File: config.mk
export PLATFORM = sky130hd
export DESIGN_NAME = bitslice_alu
export DESIGN_NICKNAME = d
export VERILOG_FILES = /design/src/rtl/alu_pkg.sv /design/src/rtl/alu_funct_decode.sv /design/src/rtl/alu_slice.sv /design/src/rtl/alu_flag_unit.sv /design/src/rtl/bitslice_alu.sv
export SDC_FILE = /design/constraint.sdc
export NUM_CORES = 1
export LEC_CHECK = 0
export ABC_AREA = 0
export BUFFER_PORTS_ARGS = -buffer_cell sky130_fd_sc_hd__buf_2
export CAP_MARGIN = 20
export CORE_ASPECT_RATIO = 1.2
export CORE_UTILIZATION = 50
export DETAILED_ROUTE_END_ITERATION = 7
export GPL_TIMING_DRIVEN = 0
export PLACE_DENSITY = 0.93
export SETUP_SLACK_MARGIN = 0.1
export SYNTH_ARGS = -nofsm -noshare
export SYNTH_HDL_FRONTEND = slang
export SYNTH_HIERARCHICAL = 1
export SYNTH_SLANG_ARGS = --single-unit
File: constraint.sdc
create_clock -name vclk -period 34
set_clock_uncertainty 0.1 [all_clocks]
set_input_delay 6.8 -clock vclk [all_inputs]
set_output_delay 6.8 -clock vclk [all_outputs]
set_load 0.005 [all_outputs]
File: src/rtl/alu_pkg.sv
package alu_pkg;

    typedef enum logic [1:0] {
        SEL_AND = 2'b00,
        SEL_OR  = 2'b01,
        SEL_XOR = 2'b10,
        SEL_SUM = 2'b11
    } alu_sel_e;

    typedef struct packed {
        logic     sub;
        alu_sel_e sel;
        logic     illegal;
    } alu_ctrl_t;

    localparam int FUNCT_W = 6;

    localparam logic [FUNCT_W-1:0] FN_ADD = 6'h20;
    localparam logic [FUNCT_W-1:0] FN_SUB = 6'h22;
    localparam logic [FUNCT_W-1:0] FN_AND = 6'h24;
    localparam logic [FUNCT_W-1:0] FN_OR  = 6'h25;
    localparam logic [FUNCT_W-1:0] FN_XOR = 6'h26;

    function automatic logic majority3(input logic x, input logic y, input logic z);
        return (x & y) | (x & z) | (y & z);
    endfunction

endpackage

File: src/rtl/alu_funct_decode.sv
module alu_funct_decode
    import alu_pkg::*;
(
    input  logic [FUNCT_W-1:0] funct,
    output alu_ctrl_t          ctrl
);

    always_comb begin
        ctrl = '{sub: 1'b0, sel: SEL_SUM, illegal: 1'b0};
        case (funct)
            FN_ADD:  ctrl = '{sub: 1'b0, sel: SEL_SUM, illegal: 1'b0};
            FN_SUB:  ctrl = '{sub: 1'b1, sel: SEL_SUM, illegal: 1'b0};
            FN_AND:  ctrl = '{sub: 1'b0, sel: SEL_AND, illegal: 1'b0};
            FN_OR:   ctrl = '{sub: 1'b0, sel: SEL_OR,  illegal: 1'b0};
            FN_XOR:  ctrl = '{sub: 1'b0, sel: SEL_XOR, illegal: 1'b0};
            default: ctrl = '{sub: 1'b0, sel: SEL_SUM, illegal: 1'b1};
        endcase
    end

    // Unrecognised codes must fall back to a plain add.
    always_comb begin
        if (ctrl.illegal) begin
            assert_illegal_is_add_R9: assert (ctrl.sel == SEL_SUM && !ctrl.sub)
                else $error("illegal code did not decode to add");
        end
    end

endmodule

File: src/rtl/alu_slice.sv
module alu_slice
    import alu_pkg::*;
(
    input  logic     a_bit,
    input  logic     b_bit,
    input  logic     sub_en,
    input  logic     c_in,
    input  alu_sel_e sel,
    output logic     r_bit,
    output logic     c_out
);

    logic b_eff;
    logic cand_and, cand_or, cand_xor, cand_sum;

    assign b_eff    = b_bit ^ sub_en;
    assign cand_and = a_bit & b_eff;
    assign cand_or  = a_bit | b_eff;
    assign cand_xor = a_bit ^ b_eff;
    assign cand_sum = a_bit ^ b_eff ^ c_in;

    // Carry is produced whatever the selection.
    assign c_out = majority3(a_bit, b_eff, c_in);

    always_comb begin
        unique case (sel)
            SEL_AND: r_bit = cand_and;
            SEL_OR:  r_bit = cand_or;
            SEL_XOR: r_bit = cand_xor;
            SEL_SUM: r_bit = cand_sum;
        endcase
    end

endmodule

File: src/rtl/alu_flag_unit.sv
module alu_flag_unit #(
    parameter int WIDTH = 32
) (
    input  logic [WIDTH-1:0] result,
    input  logic             carry_into_msb,
    input  logic             carry_out_msb,
    output logic             flag_z,
    output logic             flag_n,
    output logic             flag_c,
    output logic             flag_v
);

    localparam int MSB = WIDTH - 1;

    assign flag_z = ~|result;
    assign flag_n = result[MSB];
    assign flag_c = carry_out_msb;
    assign flag_v = carry_into_msb ^ carry_out_msb;

endmodule

File: src/rtl/bitslice_alu.sv
module bitslice_alu
    import alu_pkg::*;
#(
    parameter int WIDTH = 32
) (
    input  logic [WIDTH-1:0]   a,
    input  logic [WIDTH-1:0]   b,
    input  logic [FUNCT_W-1:0] funct,
    output logic [WIDTH-1:0]   result,
    output logic               flag_z,
    output logic               flag_n,
    output logic               flag_c,
    output logic               flag_v,
    output logic               illegal_funct
);

    localparam int MSB  = WIDTH - 1;
    localparam int EXTW = WIDTH + 1;

    alu_ctrl_t        ctrl;
    logic [WIDTH:0]   chain;
    logic [WIDTH-1:0] b_inv;

    alu_funct_decode u_decode (
        .funct (funct),
        .ctrl  (ctrl)
    );

    assign chain[0]      = ctrl.sub;
    assign illegal_funct = ctrl.illegal;
    assign b_inv         = b ^ {WIDTH{ctrl.sub}};

    for (genvar i = 0; i < WIDTH; i++) begin : g_slice
        alu_slice u_slice (
            .a_bit  (a[i]),
            .b_bit  (b[i]),
            .sub_en (ctrl.sub),
            .c_in   (chain[i]),
            .sel    (ctrl.sel),
            .r_bit  (result[i]),
            .c_out  (chain[i+1])
        );
    end

    alu_flag_unit #(.WIDTH(WIDTH)) u_flags (
        .result         (result),
        .carry_into_msb (chain[MSB]),
        .carry_out_msb  (chain[WIDTH]),
        .flag_z         (flag_z),
        .flag_n         (flag_n),
        .flag_c         (flag_c),
        .flag_v         (flag_v)
    );

    always_comb begin
        if (ctrl.sel == SEL_SUM) begin
            // Arithmetic view of the slice chain, wide enough to keep the carry.
            assert_sum_carry_R5: assert ({flag_c, result} ==
                    ({1'b0, a} + {1'b0, b_inv} + EXTW'(ctrl.sub)))
                else $error("carry/sum disagree with wide addition");
            // Sign-rule overflow against the carry-pair overflow.
            assert_no_overflow_R6: assert (flag_v ==
                    ((a[MSB] == b_inv[MSB]) && (result[MSB] != a[MSB])))
                else $error("overflow flag disagrees with sign rule");
        end
        if (ctrl.sub && (a == b)) begin
            assert_equal_diff_R4: assert (flag_z && flag_c)
                else $error("x - x must be zero with no borrow");
        end
    end

endmodule

Word-level counts from Yosys, hierarchy flattened
Cells that the tools add are included.

storage, ports and cells
  flip-flop bits (word level) = 0
  logic and storage cells = 333
  input port bits = 70
  output and inout bits = 37

cells by class
  reductions and logical operators = 3
  muxes and demuxes = 33
  bitwise operators = 289
  eq/ne operators = 8

operators by type and width
  kind                                                 count
  one-hot mux 1 bit (4 select lines)                   32
  bitwise XOR 1 bit                                    97
  AND 1 bit                                            96
  OR 1 bit                                             96
  OR reduction 32 bit                                  1
  equality test 6 bit, second input constant           5
  one-hot mux 4 bit (5 select lines)                   1
  equality test 2 bit, second input constant           2
  equality test 2 x 1 -> 1 bit, second input constant  1
  logical NOT 2 bit                                    1
  logical NOT 1 bit                                    1

Logic depth before layout (Yosys ltp)
  depth in word-level cells = 100
  depth in mapped cells = 39

Modules after synthesis
The synthesis kept the hierarchy.

modules (own cells, without submodules)
  module            cells an instance  instances  area an instance (µm²)  seq. area each (µm²)
  alu_slice         8                  32         87.6                    0.0
  alu_flag_unit     14                 1          96.3                    0.0
  alu_funct_decode  7                  1          46.3                    0.0

Worst setup path before layout
OpenSTA, ideal clock, no wires.

  path kind = input port to output port
  from = input funct[3]
  to = output flag_z
  buffers on the path = 0
  arrival time = 22.937 ns
  cell stages on the path = 39
  setup slack = 4.163 ns
  path through = nor3b_2 > and4b_1 > xor2_1 > fa_1 > fa_1 > fa_1 > fa_1 > fa_1 > fa_1 > fa_1 > fa_1 > fa_1 > fa_1 > fa_1 > fa_1 > fa_1 > fa_1 > fa_1 > (+3 left out) > fa_1 > fa_1 > fa_1 > fa_1 > fa_1 > fa_1 > fa_1 > fa_1 > fa_1 > fa_1 > fa_1 > fa_1 > fa_1 > fa_1 > mux4_2 > nor4_1 > nand4_1 > nor2_1

on the way
  cells in the longest elaborated chain, start to end = 100
  elaborated cells between the ends (all ways) = 328
  classes of those cells = eq/ne: 8; mux: 33; bitwise: 284; reduce/logical: 3

ends and longest elaborated chain
  element                               RTL line                source
  start, declared                       bitslice_alu.sv:8       input logic [FUNCT_W-1:0] funct,
  equality test 6 bit                   alu_funct_decode.sv:10  case (funct)
  one-hot mux 4 bit (5 select lines) *  alu_funct_decode.sv:10
  named net chain[0]                    bitslice_alu.sv:21      logic [WIDTH:0] chain;
  bitwise XOR 1 bit                     alu_slice.sv:16         assign b_eff = b_bit ^ sub_en;
  AND 1 bit                             alu_pkg.sv:25           return (x & y) | (x & z) | (y & z);
  OR 1 bit                              alu_pkg.sv:25
  OR 1 bit *                            alu_pkg.sv:25
  named net chain[1]                    bitslice_alu.sv:21
  (+3 left out)                         --
  named net chain[2]                    bitslice_alu.sv:21
  (+3 left out)                         --
  named net chain[3]                    bitslice_alu.sv:21
  (+3 left out)                         --
  named net chain[4]                    bitslice_alu.sv:21
  (+3 left out)                         --
  named net chain[5]                    bitslice_alu.sv:21
  (+3 left out)                         --
  named net chain[6]                    bitslice_alu.sv:21
  (+3 left out)                         --
  named net chain[7]                    bitslice_alu.sv:21
  (+3 left out)                         --
  named net chain[8]                    bitslice_alu.sv:21
  (+3 left out)                         --
  named net chain[9]                    bitslice_alu.sv:21
  (+3 left out)                         --
  named net chain[10]                   bitslice_alu.sv:21
  (+3 left out)                         --
  named net chain[11]                   bitslice_alu.sv:21
  (+3 left out)                         --
  named net chain[12]                   bitslice_alu.sv:21
  (+3 left out)                         --
  named net chain[13]                   bitslice_alu.sv:21
  (+3 left out)                         --
  named net chain[14]                   bitslice_alu.sv:21
  (+3 left out)                         --
  named net chain[15]                   bitslice_alu.sv:21
  (+3 left out)                         --
  named net chain[16]                   bitslice_alu.sv:21
  (+3 left out)                         --
  named net chain[17]                   bitslice_alu.sv:21
  (+3 left out)                         --
  named net chain[18]                   bitslice_alu.sv:21
  (+3 left out)                         --
  named net chain[19]                   bitslice_alu.sv:21
  (+3 left out)                         --
  named net chain[20]                   bitslice_alu.sv:21
  (+3 left out)                         --
  named net chain[21]                   bitslice_alu.sv:21
  (+3 left out)                         --
  named net chain[22]                   bitslice_alu.sv:21
  (+3 left out)                         --
  named net chain[23]                   bitslice_alu.sv:21
  (+3 left out)                         --
  named net chain[24]                   bitslice_alu.sv:21
  (+3 left out)                         --
  named net chain[25]                   bitslice_alu.sv:21
  (+3 left out)                         --
  named net chain[26]                   bitslice_alu.sv:21
  (+3 left out)                         --
  named net chain[27]                   bitslice_alu.sv:21
  (+3 left out)                         --
  named net chain[28]                   bitslice_alu.sv:21
  (+3 left out)                         --
  named net chain[29]                   bitslice_alu.sv:21
  (+3 left out)                         --
  named net chain[30]                   bitslice_alu.sv:21
  (+1 left out)                         --
  OR 1 bit                              alu_pkg.sv:25
  OR 1 bit *                            alu_pkg.sv:25
  named net chain[31]                   bitslice_alu.sv:21
  bitwise XOR 1 bit *                   alu_slice.sv:20         assign cand_sum = a_bit ^ b_eff ^ c_in;
  one-hot mux 1 bit (4 select lines) *  alu_slice.sv:26         unique case (sel)
  named net result[31]                  bitslice_alu.sv:9       output logic [WIDTH-1:0] result,
  OR reduction 32 bit *                 alu_flag_unit.sv:15     assign flag_z = ~|result;
  logical NOT 1 bit *                   alu_flag_unit.sv:15
  end, declared                         bitslice_alu.sv:10      output logic flag_z,

Mark *: on every way through the listed nets, which the timed path passes. The rest lies on a longest branch.

Worst setup path after layout
  from = input funct[3]
  to = output flag_z

on the way
  cells in the longest elaborated chain, start to end = 100
  elaborated cells between the ends (all ways) = 328
  classes of those cells = eq/ne: 8; mux: 33; bitwise: 284; reduce/logical: 3

ends and longest elaborated chain
  element                               RTL line
  equality test 6 bit                   alu_funct_decode.sv:10
  one-hot mux 4 bit (5 select lines) *  alu_funct_decode.sv:10
  named net chain[0]                    bitslice_alu.sv:21
  bitwise XOR 1 bit                     alu_slice.sv:16
  AND 1 bit                             alu_pkg.sv:25
  OR 1 bit                              alu_pkg.sv:25
  OR 1 bit *                            alu_pkg.sv:25
  named net chain[1]                    bitslice_alu.sv:21
  (+3 left out)                         --
  named net chain[2]                    bitslice_alu.sv:21
  (+3 left out)                         --
  named net chain[3]                    bitslice_alu.sv:21
  (+3 left out)                         --
  named net chain[4]                    bitslice_alu.sv:21
  (+3 left out)                         --
  named net chain[5]                    bitslice_alu.sv:21
  (+3 left out)                         --
  named net chain[6]                    bitslice_alu.sv:21
  (+3 left out)                         --
  named net chain[7]                    bitslice_alu.sv:21
  (+3 left out)                         --
  named net chain[8]                    bitslice_alu.sv:21
  (+3 left out)                         --
  named net chain[9]                    bitslice_alu.sv:21
  (+3 left out)                         --
  named net chain[10]                   bitslice_alu.sv:21
  (+3 left out)                         --
  named net chain[11]                   bitslice_alu.sv:21
  (+3 left out)                         --
  named net chain[12]                   bitslice_alu.sv:21
  (+3 left out)                         --
  named net chain[13]                   bitslice_alu.sv:21
  (+3 left out)                         --
  named net chain[14]                   bitslice_alu.sv:21
  (+3 left out)                         --
  named net chain[15]                   bitslice_alu.sv:21
  (+3 left out)                         --
  named net chain[16]                   bitslice_alu.sv:21
  (+3 left out)                         --
  named net chain[17]                   bitslice_alu.sv:21
  (+3 left out)                         --
  named net chain[18]                   bitslice_alu.sv:21
  (+3 left out)                         --
  named net chain[19]                   bitslice_alu.sv:21
  (+3 left out)                         --
  named net chain[20]                   bitslice_alu.sv:21
  (+3 left out)                         --
  named net chain[21]                   bitslice_alu.sv:21
  (+3 left out)                         --
  named net chain[22]                   bitslice_alu.sv:21
  (+3 left out)                         --
  named net chain[23]                   bitslice_alu.sv:21
  (+3 left out)                         --
  named net chain[24]                   bitslice_alu.sv:21
  (+3 left out)                         --
  named net chain[25]                   bitslice_alu.sv:21
  (+3 left out)                         --
  named net chain[26]                   bitslice_alu.sv:21
  (+3 left out)                         --
  named net chain[27]                   bitslice_alu.sv:21
  (+3 left out)                         --
  named net chain[28]                   bitslice_alu.sv:21
  (+3 left out)                         --
  named net chain[29]                   bitslice_alu.sv:21
  (+3 left out)                         --
  named net chain[30]                   bitslice_alu.sv:21
  AND 1 bit                             alu_pkg.sv:25
  OR 1 bit                              alu_pkg.sv:25
  OR 1 bit *                            alu_pkg.sv:25
  named net chain[31]                   bitslice_alu.sv:21
  bitwise XOR 1 bit *                   alu_slice.sv:20
  one-hot mux 1 bit (4 select lines) *  alu_slice.sv:26
  OR reduction 32 bit *                 alu_flag_unit.sv:15
  logical NOT 1 bit *                   alu_flag_unit.sv:15

Marks and branches as above.

==> impl_metrics.tcl <==
set metrics [dict create \
    seqPwrFrac_pct 0 \
    hold_viol 0 \
    crit_buf_inv 3 \
    synth-simple-area-share_pct 3.74 \
    dr_total_vias 2328 \
    crit_path_max_incr_delay_ns 0.67 \
    synth_xor_area_share_pct 9.81 \
    crit_end "flag_z" \
    synth_top_family_by_area "adder cells" \
    max_clock_freq_mhz 32.9 \
    rsz0062_at_grt "no" \
    grt_pass1_vias 2394 \
    post_cts_buffers 0 \
    synth_mux_area_share_pct 24.5 \
    fp-row-count 30 \
    pwr-share-comb_pct 100.0 \
    critPathLaunch "funct[3]" \
    layout.nets 555 \
    cts_resized 0 \
    path_max_fanout 18 \
    drc 0 \
    start_kind "input pin" \
    final_cell_area_mm2 0.00367 \
    dpl_cell_area_mm2 0.00367 \
    fin_crit_ns 30.39 \
    grt_pass1_wl_um 10200 \
    yosysTopAreaCell "ha_1" \
    maxSlewHeadroom_pct 62.3 \
    worst_slew_pin_slew_ns 0.563 \
    multiInputGateArea_mm2 0.00257 \
    synthToLayoutAreaGrowth_pct 24.7 \
    ios 107 \
    dp_hpwl_um 5740 \
    critPathMostFrequentCell "fa_1" \
    fp.dieArea_mm2 0.00620 \
    io_buffers 107 \
    fin_crit_sh_pct 89.4 \
    ys_seq_area_share_pct 0 \
    drtIter0Drc 59 \
    ys_warn_count 6 \
    worstPathRequired_ns 27.10 \
    switching_share_pct 46.7 \
    ff_latch_area_um2 0 \
    drv_slew 0 \
    arrival_ns 23.49 \
    antenna_cells 0 \
    p_int_w 0.0000296 \
    floorplan.initialDensity_pct 52.0 \
    ant_nets 0 \
    ir_drop_mv 0.00845 \
    worst-path-stages 42 \
    synth_top_area_share_pct 27.2 \
    synthMostInstantiatedCell "inv_1" \
    syn_avg_cell_area_um2 10.6 \
    syn_nets 443 \
    setup_viol 0 \
    ys_types 16 \
    maxCapViolations 0 \
    die_w_um 72.1 \
    outcome "finished clean" \
    synth_compound_area_share_pct 0.170 \
    die_y_um 86.1 \
    vias_per_cell 4.99 \
    wl_per_cell_um 13.6 \
    postSynthCellCount 277 \
    grt_start_max_net_pins 19 \
    hp-start "funct[4]" \
    firstDrtPassIters 4 \
    power_frac_clock_pct 0 \
    synthTopCellsByArea "ha_1, mux4_2, fa_1, inv_1, xor2_1" \
    hold_class "in -> out" \
    synth_area_mm2 0.00295 \
    drt-total-wl_um 6330 \
    p_sw_w 0.0000259 \
    place.gp.congestion 0.779 \
    drive_gt1_share_pct 38.5 \
    worstSetupEndpointType "output port" \
    n_fill_cell 459 \
    setup-tns-final_ns 0 \
    grt-ovfl-total 0 \
    core_mm2 0.00567 \
    pwr_density_cell_mw_per_mm2 15.1 \
    postCtsHoldBufs 0 \
    synth_common_cells "inv_1, ha_1, xor2_1" \
    p_leak_nw 2.12 \
    seq_cells 0 \
    clkbuf_count 0 \
    grt.total_usage_pct 20.6 \
    antenna_found_initial 0 \
    critical-path-slowest-cell "and4b_2" \
    crit_family "adder cells" \
    synthAdderAreaFrac_pct 48.9 \
    critPathKind "in -> out" \
]
[how the worst min path moves through the flow]
stage                     slack [ns]  cells past startpoint             to
final                          13.85                      4  illegal_funct
after global routing           13.86                      4  illegal_funct
after CTS                      13.83                      4  illegal_funct
after detailed placement       13.83                      4  illegal_funct
after global placement         13.79                      4  illegal_funct
after floorplan                13.61                      2  illegal_funct
[cell type report]
class                      count  share of cell area [%]
buffer                         2                   0.409
inverter                      97                    9.91
multi-input combinational    178                    70.1
tap                           80                    2.73
timing repair buffer         110                    16.8
[metal layers]
metal / global-route usage, % / part of all wire (%)
met2: 43.0 / 59
met5: 0 / 0
met1: 22.0 / 37
met3: 1.88 / 3.6
met4: 3.03 / 0.52
[cell usage in the layout, fill, tap and decap left out]
| master | synthesis | layout |
|---|---|---|
| buf_4 | 2 | 2 |
| nand4_1 | 2 | 2 |
| nor2_1 | 1 | 1 |
| ha_1 | 64 | 64 |
| nand3_2 | 0 | 1 |
| o21ai_0 | 1 | 1 |
| nor4_1 | 7 | 7 |
| nor4_2 | 1 | 1 |
| nand2_2 | 0 | 1 |
| fa_1 | 32 | 32 |
| buf_16 | 0 | 3 |
| nor3b_2 | 1 | 1 |
| nor2b_1 | 1 | 1 |
| and4b_2 | 0 | 1 |
| xor2_1 | 33 | 33 |
| inv_1 | 97 | 97 |
| buf_2 | 0 | 107 |
| mux4_2 | 32 | 32 |
[kinds of logic (layout without fill, tap and decap cells)]
family / after synthesis / after routing
AOI/OAI and AO/OA: 1 / 1
muxes: 32 / 32
buffers and inverters: 99 / 209
adders and majority gates: 96 / 96
xor gates and xnor gates: 33 / 33
and+or+nand+nor: 16 / 16
[metrics by stage]
step | cells | total power (W) | hold WS, ns | worst slack [ns] | utilization, %
after floorplan | 277 | 0.0000327 | 13.61 | 4.16 | -
after global placement | 464 | 0.0000516 | 13.79 | 2.67 | 63.2
after detailed placement | 467 | 0.0000562 | 13.83 | 3.47 | 64.8
after CTS | 467 | 0.0000565 | 13.83 | 3.41 | 64.8
after global routing | 467 | 0.0000621 | 13.86 | 2.98 | 64.8
final | 467 | 0.0000555 | 13.85 | 3.61 | 64.8
[power groups by stage]
stage	sequential [W]	clock, W	combinational [W]
5_1_grt	0	0	0.0000621
4_1_cts	0	0	0.0000565
3_5_place_dp	0	0	0.0000562
6_report	0	0	0.0000555
3_3_place_gp	0	0	0.0000516
2_1_floorplan	0	0	0.0000327
(Power assumes the default switching activity.)
